[config.mk]
export PLATFORM = sky130hd
export DESIGN_NAME = tlb_tagged
export DESIGN_NICKNAME = d
export VERILOG_FILES = /design/src/rtl/tlb_tagged.sv
export SDC_FILE = /design/constraint.sdc
export NUM_CORES = 1
export LEC_CHECK = 0
export ABC_AREA = 1
export CAP_MARGIN = 20
export CORE_ASPECT_RATIO = 1.2
export CORE_MARGIN = 2
export CORE_UTILIZATION = 54
export CTS_CLUSTER_SIZE = 30
export DETAILED_ROUTE_END_ITERATION = 10
export PLACE_DENSITY = 0.81
export SLEW_MARGIN = 0
export SYNTH_ARGS = -nofsm -noshare
export SYNTH_HDL_FRONTEND = slang
export SYNTH_SLANG_ARGS = --single-unit
[constraint.sdc]
create_clock -name clk -period 8 [get_ports clk]
set_clock_uncertainty 0.2 [all_clocks]
set_input_delay 1.6 -clock clk [delete_from_list [all_inputs] [get_ports clk]]
set_output_delay 1.6 -clock clk [all_outputs]
set_load 0.05 [all_outputs]
[src/rtl/tlb_tagged.sv]
module tlb_tagged #(
  parameter int ENTRIES = 8,
  parameter int PID_W   = 8,
  parameter int VA_W    = 32,
  parameter int PFN_W   = 20,
  parameter int OFF_W   = 12,
  parameter int BIG_W   = 9
) (
  input  logic                   clk,
  input  logic                   rst_n,
  input  logic                   lk_en,
  input  logic [PID_W-1:0]       lk_pid,
  input  logic [VA_W-1:0]        lk_va,
  input  logic [1:0]             lk_acc,
  output logic                   lk_hit,
  output logic                   lk_fault,
  output logic [PFN_W+OFF_W-1:0] lk_pa,
  input  logic                   fl_en,
  input  logic [PID_W-1:0]       fl_pid,
  input  logic [VA_W-OFF_W-1:0]  fl_vpn,
  input  logic [PFN_W-1:0]       fl_pfn,
  input  logic [2:0]             fl_perm,
  input  logic                   fl_big,
  input  logic                   fa_all,
  input  logic                   fp_en,
  input  logic [PID_W-1:0]       fp_pid,
  input  logic                   inv_en,
  input  logic [PID_W-1:0]       inv_pid,
  input  logic [VA_W-OFF_W-1:0]  inv_vpn
);
  localparam int VPN_W  = VA_W - OFF_W;
  localparam int PA_W   = PFN_W + OFF_W;
  localparam int IDX_W  = (ENTRIES > 1) ? $clog2(ENTRIES) : 1;
  localparam int BIG_OFF = OFF_W + BIG_W;

  logic [ENTRIES-1:0] vld, big;
  logic [PID_W-1:0]   pid_q  [ENTRIES];
  logic [VPN_W-1:0]   vpn_q  [ENTRIES];
  logic [PFN_W-1:0]   pfn_q  [ENTRIES];
  logic [2:0]         perm_q [ENTRIES];
  logic [IDX_W-1:0]   age_q  [ENTRIES];

  function automatic logic page_eq(logic wide, logic [VPN_W-1:0] a, logic [VPN_W-1:0] b);
    return wide ? (a[VPN_W-1:BIG_W] == b[VPN_W-1:BIG_W]) : (a == b);
  endfunction

  wire [VPN_W-1:0] lk_vpn = lk_va[VA_W-1:OFF_W];

  logic [ENTRIES-1:0] match, kill, live;
  always_comb begin
    for (int i = 0; i < ENTRIES; i++) begin
      match[i] = vld[i] && pid_q[i] == lk_pid && page_eq(big[i], vpn_q[i], lk_vpn);
      kill[i]  = fa_all
              || (fp_en && pid_q[i] == fp_pid)
              || (inv_en && pid_q[i] == inv_pid && page_eq(big[i], vpn_q[i], inv_vpn));
    end
  end
  assign live = vld & ~kill;

  logic [IDX_W-1:0] hit_idx, victim;
  always_comb begin
    hit_idx = '0;
    for (int i = ENTRIES - 1; i >= 0; i--)
      if (match[i]) hit_idx = IDX_W'(i);
  end

  always_comb begin
    victim = '0;
    for (int i = ENTRIES - 1; i >= 0; i--)
      if (age_q[i] == IDX_W'(ENTRIES - 1)) victim = IDX_W'(i);
    for (int i = ENTRIES - 1; i >= 0; i--)
      if (!live[i]) victim = IDX_W'(i);
  end

  wire [PFN_W-1:0] sel_pfn  = pfn_q[hit_idx];
  wire [2:0]       sel_perm = perm_q[hit_idx];
  wire             sel_big  = big[hit_idx];

  logic allowed;
  always_comb begin
    case (lk_acc)
      2'd0:    allowed = sel_perm[0];
      2'd1:    allowed = sel_perm[1];
      2'd2:    allowed = sel_perm[2];
      default: allowed = 1'b0;
    endcase
  end

  wire [PA_W-1:0] pa_raw = sel_big ? {sel_pfn[PFN_W-1:BIG_W], lk_va[BIG_OFF-1:0]}
                                   : {sel_pfn, lk_va[OFF_W-1:0]};

  assign lk_hit   = lk_en && (|match);
  assign lk_fault = lk_hit && !allowed;
  assign lk_pa    = (lk_hit && allowed) ? pa_raw : '0;

  wire              touch     = fl_en || lk_hit;
  wire [IDX_W-1:0]  touch_idx = fl_en ? victim : hit_idx;
  wire [IDX_W-1:0]  touch_age = age_q[touch_idx];

  always_ff @(posedge clk) begin
    if (!rst_n) begin
      vld <= '0;
      for (int i = 0; i < ENTRIES; i++) age_q[i] <= IDX_W'(i);
    end else begin
      vld <= live;
      if (fl_en) begin
        vld[victim]    <= 1'b1;
        big[victim]    <= fl_big;
        pid_q[victim]  <= fl_pid;
        vpn_q[victim]  <= fl_vpn;
        pfn_q[victim]  <= fl_pfn;
        perm_q[victim] <= fl_perm;
      end
      if (touch) begin
        for (int j = 0; j < ENTRIES; j++)
          if (age_q[j] < touch_age) age_q[j] <= age_q[j] + 1'b1;
        age_q[touch_idx] <= '0;
      end
    end
  end
endmodule

# Yosys cells after proc, flatten, opt, wreduce, memory -nomap -nowiden
# Memory sizes are Yosys's and may differ from the RTL's.
# Cells that the tools add are included.
# totals
latch_bits	0
mem_count	5
rom_bits	0
ff_bits	16
out_inout_bits	34
inputBits	137
ramBits	432
wordCells	265
# mem_list
name	words	width	read_ports	rd_clocked_by_memory_dff	wr	line_no	rtl
pfn_q	8	20	1	0	1	39	logic [PFN_W-1:0] pfn_q [ENTRIES];
vpn_q	8	20	8	0	1	38	logic [VPN_W-1:0] vpn_q [ENTRIES];
pid_q	8	8	8	0	1	37	logic [PID_W-1:0] pid_q [ENTRIES];
age_q	8	3	9	0	9	41	logic [IDX_W-1:0] age_q [ENTRIES];
perm_q	8	3	1	0	1	40	logic [2:0] perm_q [ENTRIES];
# op_classes
div_mod_pow	0
add_sub_neg	8
n_eq_ne	66
multipliers	0
order_cmp	11
bitwise	11
shift	0
n_mux	97
reduce_logical	65
# op_table
op	count
$eq A20 B20 Y1	16
$eq A8 B8 Y1	24
$eq A11 B11 Y1	16
$mux W3	33
$mux W1	57
$logic_and A1 B1 Y1	44
$mux W32	1
$add A3 B1 Y3 const B	8
$eq A3 B3 Y1 const B	8
$lt A3 B3 Y1	8
$mux W21	1
$logic_or A1 B1 Y1	17
$and A8 B8 Y8	1
$bwmux W8	1
$lt A3 B4 Y1 const B	2
$mux W8	1
$not A8 Y8	1
$or A1 B1 Y1	8
$or A8 B8 Y8	1
$reduce_or A8 Y1	1
$bmux W1 S3	1
$demux W1 S3	1
$ge A3 B1 Y1 const B	1
$pmux W1 S3	1
5 further kinds	5

# Longest topological paths before layout
# An unclocked memory read counts as a cell.
# depth
word_depth	25
depth_mapped	33
mapped_depth_nobuf	32

# Least setup slack after synthesis
# No wires, ideal clock.
# synth_timing
kind	input port to flip-flop
from	input fp_pid[3]
to	register big[7], enable pin
required_ns	7.207
stages	12
setup_ns	0.593
n_path_buf	1
arrival_time_ns	7.793
setup_slack_ns	-0.586
cell_sequence	buf_4 > inv_1 > nand2_1 > nand4_1 > a211oi_1 > nand3_1 > nand2_1 > nor2_2 > nand2_1 > nor2_4 > nand3_2 > nor4_1
# synth_lines
element	line_no	rtl
from (decl)	26	input logic [PID_W-1:0] fp_pid,
to (signal, indexed assignment)	108	big[victim] <= fl_big;
to (decl)	36	logic [ENTRIES-1:0] vld, big;

# Final worst setup path
# layout_timing
from	input lk_va[17]
to	output lk_pa[30]
# layout_via
elab_chain_cells	15
word_cells_on_any_way	39
classes_between	eq/ne: 8; mux: 18; reduce/logical: 11; memory: 2
# layout_lines
element	line_no	rtl
from (decl)	13	input logic [VA_W-1:0] lk_va,
$eq A20 B20 Y1	44	return wide ? (a[VPN_W-1:BIG_W] == b[VPN_W-1:BIG_W]) : (a == b);
$mux W1	44	
$logic_and A1 B1 Y1	52	match[i] = vld[i] && pid_q[i] == lk_pid && page_eq(big[i], vpn_q[i], lk_vpn);
$mux W3 (8 in a row)	64	if (match[i]) hit_idx = IDX_W'(i);
$mem_v2 Z8 W3	-	
$pmux W1 S3	81	case (lk_acc)
$logic_and A1 B1 Y1	94	assign lk_pa = (lk_hit && allowed) ? pa_raw : '0;
$mux W32 (*)	94	
to (decl)	17	output logic [PFN_W+OFF_W-1:0] lk_pa,
# Every way passes the cells marked *; elsewhere a longest branch is shown, timed or not.

==> results_dict.tcl <==
set metrics [dict create \
    final_layout_size_suffix_gt1_share_pct 9.11 \
    power_density_cells_mw_per_mm2 184 \
    tns_ns 0 \
    slew_violations 0 \
    crit_type "in -> out" \
    crit_path_end_kind "primary output" \
    cts_inserted_buffers 45 \
    rsz_0062_raised_after_global_routing "no" \
    whs_path_depth 2 \
    route.detailed.vias_per_inst 6.50 \
    power.leakage_nw 12.2 \
    layout.filler_cells 3643 \
    fin_crit_sh_pct 98.3 \
    synth-seq-area-share_pct 50.6 \
    synthesis.area_sq_mm 0.0259 \
    worst_setup_hold_path_clk_slew_ns 0.08 \
    relSlewSlack_pct 16.4 \
    rows 87 \
    post_synth.cell_area_avg_sq_um 8.49 \
    post_cts_resized 0 \
    synthCells 3053 \
    synth_top_cell_area_share_pct 48.2 \
    die_width_microns 204 \
    min_path_type "reg -> reg" \
    synth_largest_area_cell "sky130_fd_sc_hd__edfxtp_1" \
    clk-insertion-delay-late_ns 0.64 \
    ys_seq_elements 448 \
    dominantRegCellSynth "sky130_fd_sc_hd__edfxtp_1" \
    slew_at_the_pin_with_the_worst_max_slew_slack_ns 1.24 \
    netlist-cell-type-count 56 \
    cts_num_sinks 448 \
    final_period_minus_worst_setup_slack_ns 7.87 \
    post-synth-top-count-cell "sky130_fd_sc_hd__nand2_1" \
    placed_cells 3822 \
    drt-pass1-iter-count 6 \
    drcViolationCount 0 \
    reg2reg_depth 30 \
    vias 25400 \
    yosys-top-cells-area "sky130_fd_sc_hd__edfxtp_1 (48%), sky130_fd_sc_hd__nand2_1 (11%), sky130_fd_sc_hd__nor2_1 (6.4%), sky130_fd_sc_hd__inv_1 (4.6%), sky130_fd_sc_hd__nand3_1 (3.2%)" \
    die-area_sq_mm 0.0498 \
    worst-path-max-fanout 24 \
    ctsHoldBuffers 0 \
    htreeDepth 2 \
    critical_path.startpoint_type "input pin" \
    syn2layout_area_growth_pct 16.7 \
    stdcell_count 3905 \
    drt-wirelength-per-cell_microns 29.9 \
    cp_data_required_time_ns 6.20 \
    synth_top_cells_by_count "sky130_fd_sc_hd__nand2_1 (750), sky130_fd_sc_hd__nor2_1 (439), sky130_fd_sc_hd__edfxtp_1 (416)" \
    core_area_sq_mm 0.0472 \
    synth_edf_count 416 \
    ios 171 \
    clock_tree.root_cell "sky130_fd_sc_hd__clkbuf_16" \
    ir_drop_uv 252 \
    die_height_microns 244 \
    grt_first_pass_wirelength_mm 166 \
    initial_antenna_violation_count 8 \
    grt.total_usage_pct 46.7 \
    finish.net_count 3409 \
    fmax_ghz 0.127 \
    synth-async-reset-ratio_pct 0 \
    drv_cap 0 \
    cts_tree "yes" \
    post_dp_cell_area_sq_mm 0.0288 \
    finalSetupViolCount 0 \
    postRouteAntennaNets 0 \
    clock_tree_buf_depth 3 \
    drtIter0Drc 3581 \
    timing_hold_violations_final 0 \
    placed_wire_length_estimate_mm 82.4 \
    postRouteWirelength_mm 117 \
    synth-warning-count 0 \
    first_global_vias 25100 \
    number_of_setup_buffers_added_after_cts 0 \
    grt_max_degree 46 \
    critical_path_arrival_ns 6.07 \
    postSynthNetCount 3214 \
    number_of_input_and_output_port_buffers_inserted 170 \
    grt_overflow_total 0 \
    place.gp.congestion 1.12 \
    outcome "finished clean" \
    design_area_sq_mm 0.0303 \
    initial_utilization_pct 54.9 \
    finish.utilization_pct 64.1 \
]
## final timing paths
kind                     from          end  slack, ns
setup reg to reg  pid_q[7][0]  age_q[5][0]       2.47
hold reg to reg   age_q[1][2]  age_q[1][2]       0.35
hold / removal    age_q[1][2]  age_q[1][2]       0.35
setup / recovery    lk_va[17]    lk_pa[30]       0.13
## cells in the final DEF, fill, tap and decap left out, types with 4 or more instances in the layout
cell type                         netlist  final
sky130_fd_sc_hd__nand4_1               97     97
sky130_fd_sc_hd__or2_2                 25     25
sky130_fd_sc_hd__clkinv_2               0      6
sky130_fd_sc_hd__inv_2                 30     34
sky130_fd_sc_hd__o21bai_1               5      5
sky130_fd_sc_hd__o2111ai_1              8      8
sky130_fd_sc_hd__clkbuf_16              0     45
sky130_fd_sc_hd__a211oi_1               6      6
sky130_fd_sc_hd__nand2_2               20     20
sky130_fd_sc_hd__nand3_1              165    165
sky130_fd_sc_hd__dfxtp_1               32     32
sky130_fd_sc_hd__xor2_1                80     80
sky130_fd_sc_hd__clkinvlp_4             0      4
sky130_fd_sc_hd__buf_12                 0     40
sky130_fd_sc_hd__a21oi_1               76     76
sky130_fd_sc_hd__xnor2_1               89     89
sky130_fd_sc_hd__o31ai_1               11     11
sky130_fd_sc_hd__edfxtp_1             416    416
sky130_fd_sc_hd__o21ai_1               14     14
sky130_fd_sc_hd__ha_1                  24     24
sky130_fd_sc_hd__buf_4                 41     78
sky130_fd_sc_hd__o22ai_1               54     54
sky130_fd_sc_hd__nor2_4                 2      7
sky130_fd_sc_hd__clkbuf_1              22      9
sky130_fd_sc_hd__mux2i_1                9      9
sky130_fd_sc_hd__nor4_1                18     17
sky130_fd_sc_hd__clkdlybuf4s50_1        0    136
sky130_fd_sc_hd__a32o_1                10     10
sky130_fd_sc_hd__nor2_1               439    433
sky130_fd_sc_hd__inv_1                315    311
sky130_fd_sc_hd__nor2_2                 6      7
sky130_fd_sc_hd__nor3_1                53     53
sky130_fd_sc_hd__o221ai_1               4      4
sky130_fd_sc_hd__nand2_1              750    750
sky130_fd_sc_hd__nand3b_1              16     16
sky130_fd_sc_hd__o211ai_1               7      7
sky130_fd_sc_hd__o21ai_0              125    125
sky130_fd_sc_hd__clkinv_1               0      5
## final cells by class
class                   instances  area (sq um)  share of cell area, %
inverters                     345          1290                   4.28
repair buffers                257          2780                   9.18
diodes                          1          2.50                0.00827
clock buffers                  55          1170                   3.88
clock inverters                25           243                  0.802
multi-input cells            2151         10900                   35.9
well taps                     623           779                   2.58
flip-flops and latches        448         13100                   43.4
## kinds of logic (layout without fill, tap and decap cells)
kind of cell	count (synthesis)	in the layout	synth area share, %
AND/OR/NAND/NOR	1613	1613	26.8
buffers and inverters	454	682	7.72
flip-flops	448	448	50.6
AO/OA/AOI/OAI	336	336	7.62
XOR/XNOR	169	169	5.71
adder cells (fa/ha/maj)	24	24	1.16
multiplexers	9	9	0.347
other	0	1	0
## sequential cells by signal, indices dropped and copies added, names as in the netlist
name	flops
vpn_q	160
age_q	24
vld	8
pfn_q	160
pid_q	64
perm_q	24
big	8
## stage by stage
step / hold slack [ns] / setup WS, ns / total power [mW]
6_report: 0.346 / 0.134 / 5.56
4_1_cts: 0.344 / 0.0754 / 5.51
2_1_floorplan: 0.286 / 1.60 / 3.12
5_1_grt: 0.364 / 0.0214 / 5.67
3_5_place_dp: 0.322 / 0.236 / 3.42
3_3_place_gp: 0.304 / 0.316 / 3.38
## metal layers
| metal | global-route usage (%) | wire length [microns] | vias to the layer above | part of all wire [%] |
|---|---|---|---|---|
| met3 | 11.2 | 13000 | 686 | 11 |
| li1 | - | - | 10600 | - |
| met1 | 50.0 | 36300 | 11800 | 31 |
| met4 | 37.8 | 12300 | 14 | 11 |
| met5 | 0 | 95 | - | 0.081 |
| met2 | 78.4 | 55000 | 2249 | 47 |
## critical path, cell delays in order
cell	delay (ns)
sky130_fd_sc_hd__clkdlybuf4s50_1	0.78
sky130_fd_sc_hd__inv_2	0.22
sky130_fd_sc_hd__nand2_1	0.11
sky130_fd_sc_hd__o21ai_0	0.10
sky130_fd_sc_hd__nor2_1	0.16
sky130_fd_sc_hd__nand3_1	0.17
sky130_fd_sc_hd__o21bai_1	0.49
sky130_fd_sc_hd__nand2_1	0.19
sky130_fd_sc_hd__nand2_1	0.11
sky130_fd_sc_hd__nand2_1	0.05
sky130_fd_sc_hd__nand2_1	0.06
sky130_fd_sc_hd__nand2_1	0.06
sky130_fd_sc_hd__nand2_2	0.08
sky130_fd_sc_hd__nand2_4	0.09
sky130_fd_sc_hd__inv_2	0.17
sky130_fd_sc_hd__buf_4	0.19
sky130_fd_sc_hd__o21ai_0	0.14
sky130_fd_sc_hd__o221ai_1	0.23
sky130_fd_sc_hd__nand4_1	0.16
sky130_fd_sc_hd__o21ai_2	0.13
sky130_fd_sc_hd__nand2_2	0.12
sky130_fd_sc_hd__buf_12	0.18
sky130_fd_sc_hd__a21oi_1	0.27
sky130_fd_sc_hd__buf_12	0.18
## power by group
part | total (mW) | leakage, nW | switching, mW | internal [mW]
Clock | 2.14 | 0.684 | 1.00 | 1.13
Combinational | 0.757 | 7.53 | 0.497 | 0.260
Sequential | 2.67 | 4.02 | 0.0595 | 2.61
Note: power is estimated with default switching activity, not from simulation.
